--- config.mk ---
export PLATFORM = sky130hd
export DESIGN_NAME = hbridge_ctrl
export DESIGN_NICKNAME = d
export VERILOG_FILES = /design/src/rtl/hb_pkg.sv /design/src/rtl/hb_sync.sv /design/src/rtl/hb_fault_latch.sv /design/src/rtl/hb_leg.sv /design/src/rtl/hbridge_ctrl.sv
export SDC_FILE = /design/constraint.sdc
export NUM_CORES = 1
export LEC_CHECK = 0
export ABC_CLOCK_PERIOD_IN_PS = 1560
export CAP_MARGIN = 10
export CORE_UTILIZATION = 45
export DETAILED_ROUTE_END_ITERATION = 12
export DONT_BUFFER_PORTS = 1
export PLACE_DENSITY = 0.65
export SLEW_MARGIN = 30
export SYNTH_ARGS = -nofsm -noshare
export SYNTH_HDL_FRONTEND = slang
export SYNTH_SLANG_ARGS = --single-unit
--- constraint.sdc ---
create_clock -name clk -period 1.56 [get_ports clk]
set_clock_uncertainty 0.1 [all_clocks]
set_input_delay 0.234 -clock clk [delete_from_list [all_inputs] [get_ports clk]]
set_output_delay 0.234 -clock clk [all_outputs]
set_load 0.02 [all_outputs]
--- src/rtl/hb_pkg.sv ---
package hb_pkg;
  typedef enum logic [1:0] {
    LEG_OFF = 2'b00,
    LEG_HI  = 2'b01,
    LEG_LO  = 2'b10
  } leg_t;
endpackage

--- src/rtl/hb_sync.sv ---
module hb_sync #(
  parameter int W      = 1,
  parameter int STAGES = 2
) (
  input  logic         clk,
  input  logic         rst_n,
  input  logic [W-1:0] d,
  output logic [W-1:0] q
);
  logic [W-1:0] st_q [STAGES];

  generate
    for (genvar g = 0; g < STAGES; g++) begin : g_stage
      if (g == 0) begin : g_first
        always_ff @(posedge clk or negedge rst_n) begin
          if (!rst_n) st_q[g] <= '0;
          else        st_q[g] <= d;
        end
      end else begin : g_next
        always_ff @(posedge clk or negedge rst_n) begin
          if (!rst_n) st_q[g] <= '0;
          else        st_q[g] <= st_q[g-1];
        end
      end
    end
  endgenerate

  assign q = st_q[STAGES-1];
endmodule

--- src/rtl/hb_fault_latch.sv ---
module hb_fault_latch (
  input  logic clk,
  input  logic rst_n,
  input  logic oc_in,
  input  logic ot_in,
  input  logic release_ev,
  output logic oc_held,
  output logic ot_held
);
  logic oc_q, ot_q, oc_d, ot_d;

  always_comb begin
    oc_d = oc_in | (oc_q & ~release_ev);
    ot_d = ot_in | (ot_q & ~release_ev);
  end

  always_ff @(posedge clk or negedge rst_n) begin
    if (!rst_n) begin
      oc_q <= 1'b0;
      ot_q <= 1'b0;
    end else begin
      oc_q <= oc_d;
      ot_q <= ot_d;
    end
  end

  assign oc_held = oc_q;
  assign ot_held = ot_q;

  assert_fault_kept_R4: assert property (@(posedge clk) disable iff (!rst_n)
    (oc_q && !release_ev) |=> oc_q);
  assert_hot_kept_R7: assert property (@(posedge clk) disable iff (!rst_n)
    (ot_q && ot_in) |=> ot_q);
endmodule

--- src/rtl/hb_leg.sv ---
module hb_leg
  import hb_pkg::*;
#(
  parameter int DEAD_CYC = 3
) (
  input  logic clk,
  input  logic rst_n,
  input  leg_t req,
  output logic hs,
  output logic ls
);
  localparam int CW = $clog2(DEAD_CYC + 1);

  leg_t          cur_q, cur_d;
  logic [CW-1:0] cnt_q, cnt_d;
  logic          cnt_en;

  always_comb begin
    cur_d  = cur_q;
    cnt_d  = cnt_q;
    cnt_en = 1'b0;
    if (req != cur_q && cur_q != LEG_OFF) begin
      cur_d  = LEG_OFF;
      cnt_d  = CW'(DEAD_CYC);
      cnt_en = 1'b1;
    end else if (cur_q == LEG_OFF) begin
      if (cnt_q == '0) begin
        cur_d = req;
      end else begin
        cnt_d  = cnt_q - 1'b1;
        cnt_en = 1'b1;
      end
    end
  end

  always_ff @(posedge clk or negedge rst_n) begin
    if (!rst_n) begin
      cur_q <= LEG_OFF;
      cnt_q <= '0;
    end else begin
      cur_q <= cur_d;
      if (cnt_en) cnt_q <= cnt_d;
    end
  end

  assign hs = (cur_q == LEG_HI);
  assign ls = (cur_q == LEG_LO);

  assert_no_shoot_R10: assert property (@(posedge clk) disable iff (!rst_n)
    !(hs && ls));
  assert_gap_hl_R10: assert property (@(posedge clk) disable iff (!rst_n)
    hs |=> !ls);
  assert_gap_lh_R10: assert property (@(posedge clk) disable iff (!rst_n)
    ls |=> !hs);
endmodule

--- src/rtl/hbridge_ctrl.sv ---
module hbridge_ctrl
  import hb_pkg::*;
#(
  parameter int DEAD_CYC    = 3,
  parameter int SYNC_STAGES = 2
) (
  input  logic clk,
  input  logic rst_n,
  input  logic dir_a,
  input  logic dir_b,
  input  logic dis_a,
  input  logic dis_b,
  input  logic strap,
  input  logic uv,
  input  logic ot,
  input  logic oc,
  input  logic ilim,
  output logic hs_a,
  output logic ls_a,
  output logic hs_b,
  output logic ls_b,
  output logic flag_n
);
  localparam int NIN    = 9;
  localparam int NEDGE  = 4;
  localparam int NLEG   = 2;
  localparam int I_DIRA = 0;
  localparam int I_DIRB = 1;
  localparam int I_DISA = 2;
  localparam int I_DISB = 3;
  localparam int I_OC   = 4;
  localparam int I_OT   = 5;
  localparam int I_UV   = 6;
  localparam int I_ILIM = 7;
  localparam int I_STRP = 8;

  logic [NIN-1:0]   raw, syn;
  logic [NEDGE-1:0] prev_q;
  logic             release_ev, oc_held, ot_held;
  logic             dis_act, stored, hold, flag_bad, flag_q;
  leg_t             req [NLEG];
  logic [NLEG-1:0]  hs_v, ls_v, dir_v;

  assign raw = {strap, ilim, uv, ot, oc, dis_b, dis_a, dir_b, dir_a};

  hb_sync #(.W(NIN), .STAGES(SYNC_STAGES)) u_sync (
    .clk(clk), .rst_n(rst_n), .d(raw), .q(syn)
  );

  always_ff @(posedge clk or negedge rst_n) begin
    if (!rst_n) prev_q <= '0;
    else        prev_q <= syn[NEDGE-1:0];
  end

  always_comb begin
    if (syn[I_STRP])
      release_ev = (prev_q[I_DIRA] & ~syn[I_DIRA]) | (~prev_q[I_DIRB] & syn[I_DIRB]);
    else
      release_ev = (prev_q[I_DISA] & ~syn[I_DISA]) | (~prev_q[I_DISB] & syn[I_DISB]);
  end

  hb_fault_latch u_latch (
    .clk(clk), .rst_n(rst_n),
    .oc_in(syn[I_OC]), .ot_in(syn[I_OT]), .release_ev(release_ev),
    .oc_held(oc_held), .ot_held(ot_held)
  );

  always_comb begin
    dis_act  = ~syn[I_STRP] & (syn[I_DISA] | ~syn[I_DISB]);
    stored   = oc_held | ot_held | syn[I_OC] | syn[I_OT];
    flag_bad = dis_act | stored | syn[I_UV];
    hold     = flag_bad | syn[I_ILIM];
  end

  always_ff @(posedge clk or negedge rst_n) begin
    if (!rst_n) flag_q <= 1'b1;
    else        flag_q <= ~flag_bad;
  end

  assign dir_v = {syn[I_DIRB], syn[I_DIRA]};

  generate
    for (genvar g = 0; g < NLEG; g++) begin : g_leg
      always_comb begin
        if (hold)          req[g] = LEG_OFF;
        else if (dir_v[g]) req[g] = LEG_HI;
        else               req[g] = LEG_LO;
      end
      hb_leg #(.DEAD_CYC(DEAD_CYC)) u_leg (
        .clk(clk), .rst_n(rst_n), .req(req[g]), .hs(hs_v[g]), .ls(ls_v[g])
      );
    end
  endgenerate

  assign hs_a   = hs_v[0];
  assign ls_a   = ls_v[0];
  assign hs_b   = hs_v[1];
  assign ls_b   = ls_v[1];
  assign flag_n = flag_q;

  assert_hold_off_R2: assert property (@(posedge clk) disable iff (!rst_n)
    hold |=> !(hs_a | ls_a | hs_b | ls_b));
  assert_uv_flag_R8: assert property (@(posedge clk) disable iff (!rst_n)
    syn[I_UV] |=> !flag_n);
  assert_ilim_flag_R9: assert property (@(posedge clk) disable iff (!rst_n)
    (syn[I_ILIM] && !flag_bad) |=> flag_n);
  assert_strap_ignore_R3: assert property (@(posedge clk) disable iff (!rst_n)
    (syn[I_STRP] && !stored && !syn[I_UV]) |=> flag_n);
endmodule

==> summary.md <==
| Metric | Value |
|---|---|
| Root cell of the clock tree | clkbuf_4 |
| Final critical-path share of the clock period | between 90 and 100% |
| Clock-pin slew on the worst setup and hold paths | 100 ps |
| Top-area cell type share of the netlist area | roughly 65% |
| Area of the placeable core | ~2500 um^2 |
| Last weighted congestion value of the routability-driven placer | 0.7583 |
| Die area | about 3000 um^2 |
| Per-cell via count in the routed design | approximately 5.3 |
| Critical path's largest stage delay | roughly 420 ps |
| H-Tree Depth | 2 |
| Async set or reset register ratio after synthesis | between 90% and 100% |
| Slew headroom | 77.56% |
| Critical path class | reg2reg |
| Vias in the first global route | approximately 760 |
| Outcome | finished, final reports clean |
| Number of warnings printed during yosys synthesis | 0 |
| Endpoints failing hold | 0 |
| Post-Layout Inst Area | 1582 um^2 |
| Filler Cell Count | 202 |
| Total clock sinks | 33 |
| Min Clock Period, post-route | ~1500 ps |
| LEAKAGE | between 0.6 and 0.7 nW |
| Total power consumption of the routed design | about 1.9 mW |
| Crit path DAT | 1660 ps |
| Estimated wirelength of the detail-placed design | around 1200 um |
| Maximum ir drop on the vdd rail | a little under 0.9 mV |
| Reg-to-Reg Start | u_latch.oc_held |
| Post-layout net count | around 140 |
| Std cell rows | 18 |
| Net count after synthesis | between 100 and 150 |
| Global-route wire length before repair | between 3000 and 4000 um |
| Clock Path Buffers | 2 |
| Initial Util | between 40% and 50% |
| Grt total ovfl | 0 |
| Largest net degree at the start of global routing | 34 |
| Area added between synthesis and finish | 28.33% |
| Total global-route track usage | 16.91% |
| Iter 0 DRT Violations | 7 |
| Largest driver fanout on the critical path | 5 |
| Endpoint kind of the worst setup timing path | flip-flop |
| HP Class | in2async |
| Vertical extent of the die | approximately 54 um |
| Inserted Clock Buffers | 5 |
| RSZ-0062 raised after global routing | true |
| Critical path launch point type | flip-flop |
| Flop2flop setup slack | 10 ps |
| Synth Register Bits | 33 |
| Via total after detailed routing | just over 800 |
| Post-synthesis cell area | 1232 um^2 |
| Initial antenna violation count | 0 |
| Reg2reg end | g_leg[0].u_leg.cnt_q[0] |
| Number of setup violations in the final report | 0 |
| Max-slew violation count | 0 |
| Slowest cell on the critical path | dfrtp_1 |
| Total Routed Length | between 2000 and 2500 um |
| Sequential share of the synthesized area | around two thirds |
| Power density cells | between 1000 and 1500 nW/um^2 |
| Top cells by area in the synthesized netlist | dfrtp_1 (65%), inv_1 (3.7%), nor2_1 (3.0%), dfstp_2 (2.1%), o2111ai_4 (2.1%) |
| Synth Area per Inst | ~13 um^2 |
| Most used cells in the layout excluding fill and tap cells | dfrtp_1 (30), inv_1 (12), dlygate4sd3_1 (10) |
| Transition time at the pin with the least slew margin | roughly 340 ps |
| Number of max-capacitance violations reported | 0 |
| Number of library cell types mapped by synthesis | 28 |
| Mapped Cells | 97 |
| Count of pins on the block boundary | 16 |
| EDFF count, synth | 0 |
| Most used flip-flop cell after synthesis | dfrtp_1 |
| Instance area at placement | 1300 um^2 |
| Antenna Cells | 0 |
| IO Port Bufs | 0 |
| WL per Instance | between 10 and 15 um |
| Number of iterations in the first detailed-routing pass | 4 |
| Residual DRC count | 0 |
| Worst-skew pair later-pin latency | 330 ps |
| Timing-limited maximum frequency | approximately 650 MHz |
| TritonCTS clock tree | built |
| Cell Chain, Critical Path | nor4_4 > o2111ai_4 > o311ai_2 > nand2_1 |
| ANT nets after route | 0 |
| Most frequent standard cell in the layout excluding fill and tap cells | dfrtp_1 |
| CP Data Required Time | 1670 ps |
| Top cell type by total area after synthesis | dfrtp_1 |
| Worst Reg2Reg Path Length in Cells | 4 |
| Die Width | about 54 um |
| Share of layout cells above drive strength 1 | between 20 and 30% |
-- stage by stage --
stage | setup TNS (ps) | setup slack (ps) | utilization, % | hold WS [ps] | std cells
2_1_floorplan | 0 | 45.13 | - | -161.6 | 97
3_3_place_gp | -39.98 | -22.45 | 51.54 | -160.8 | 130
3_5_place_dp | -214.3 | -82.50 | 51.54 | -160.5 | 130
4_1_cts | -8.493 | -7.762 | 60.71 | 230.5 | 150
5_1_grt | -452.7 | -92.94 | 62.70 | 242.9 | 152
6_report | 0 | 13.92 | 62.70 | 243.3 | 152
-- state kept, by name, indices dropped and copies added, names as in the netlist --
register	count
flag_n	1
g_leg.u_leg.cnt_q	4
g_leg.u_leg.cur_q	4
prev_q	4
u_latch.oc_held	1
u_latch.ot_held	1
u_sync.q	9
u_sync.st_q	9
-- report_power, final --
part	internal, mW	switching (mW)
logic	0.212	0.216
registers	0.946	0.0638
clock network	0.211	0.269
total	1.37	0.548
-- worst max-delay path by stage --
| stage | slack (ps) | to | depth (start not counted) | start |
|---|---|---|---|---|
| after floorplan | 50 | g_leg[1].u_leg.cnt_q[0] | 4 | u_sync.q[6] |
| after global placement | -20 | g_leg[0].u_leg.cnt_q[0] | 4 | u_sync.q[6] |
| after detailed placement | -80 | g_leg[1].u_leg.cnt_q[0] | 4 | u_latch.oc_held |
| after CTS | -8 | g_leg[1].u_leg.cnt_q[1] | 5 | u_latch.ot_held |
| after global routing | -90 | g_leg[1].u_leg.cnt_q[1] | 5 | u_sync.q[6] |
| final | 10 | g_leg[0].u_leg.cnt_q[0] | 4 | u_latch.oc_held |
-- cell type report --
class,instances,area (um^2),area share (%)
clock buffer,6,51.30,3.244
clock inverter,1,7.507,0.4747
sequential,33,829.5,52.45
multi-input combinational,51,430.4,27.22
timing repair buffer,19,180.2,11.39
tap,30,37.54,2.373
inverter,12,45.04,2.848
-- cell families (layout without fill, tap and decap cells) --
logic type | count (synthesis) | in the layout | share of synthesized area [%]
buf+inv | 14 | 38 | 4.264
flops | 33 | 33 | 67.11
simple gates | 31 | 31 | 15.13
compound gates | 17 | 18 | 11.47
fa+ha+maj | 2 | 2 | 2.030
-- worst max-delay path: cells and delay by family (launching register included) --
kind / cells / cell delay [ps]
flip-flops: 1 / 420
AO/OA/AOI/OAI: 2 / 510
AND/OR/NAND/NOR: 2 / 410
-- routing by layer --
metal  GRT usage, %  part of all wire, %  up-vias
met5              0                    0        -
met4          8.974                  1.8        0
met3          8.333                  3.0        5
met2          25.00                   49       16
met1          20.18                   46      405
li1               -                    -      386
-- timing repair --
| item | 4_1_cts | 5_1_grt |
|---|---|---|
| resized for setup | 6 | 8 |
| endpoints found under the hold margin | 42 | 0 |
| buffers inserted | 1 | 2 |
| endpoints found under the setup margin | 7 | 11 |
| cloned | 1 | 0 |
| pin swaps | 3 | 9 |
| hold buffers | 11 | 0 |
-- synthesized netlist by cell type, types with 2 or more instances --
cell type and instances:
o31ai_1 2, nand2_1 3, a21o_1 2, o21ai_0 2, ha_1 2, nor2_1 10
o21a_1 2, clkbuf_1 2, nor3_1 4, nor4_1 3, dfrtp_1 32, inv_1 12
nor2b_1 4, or3_1 2, a21oi_1 2
(Power assumes the default switching activity.)
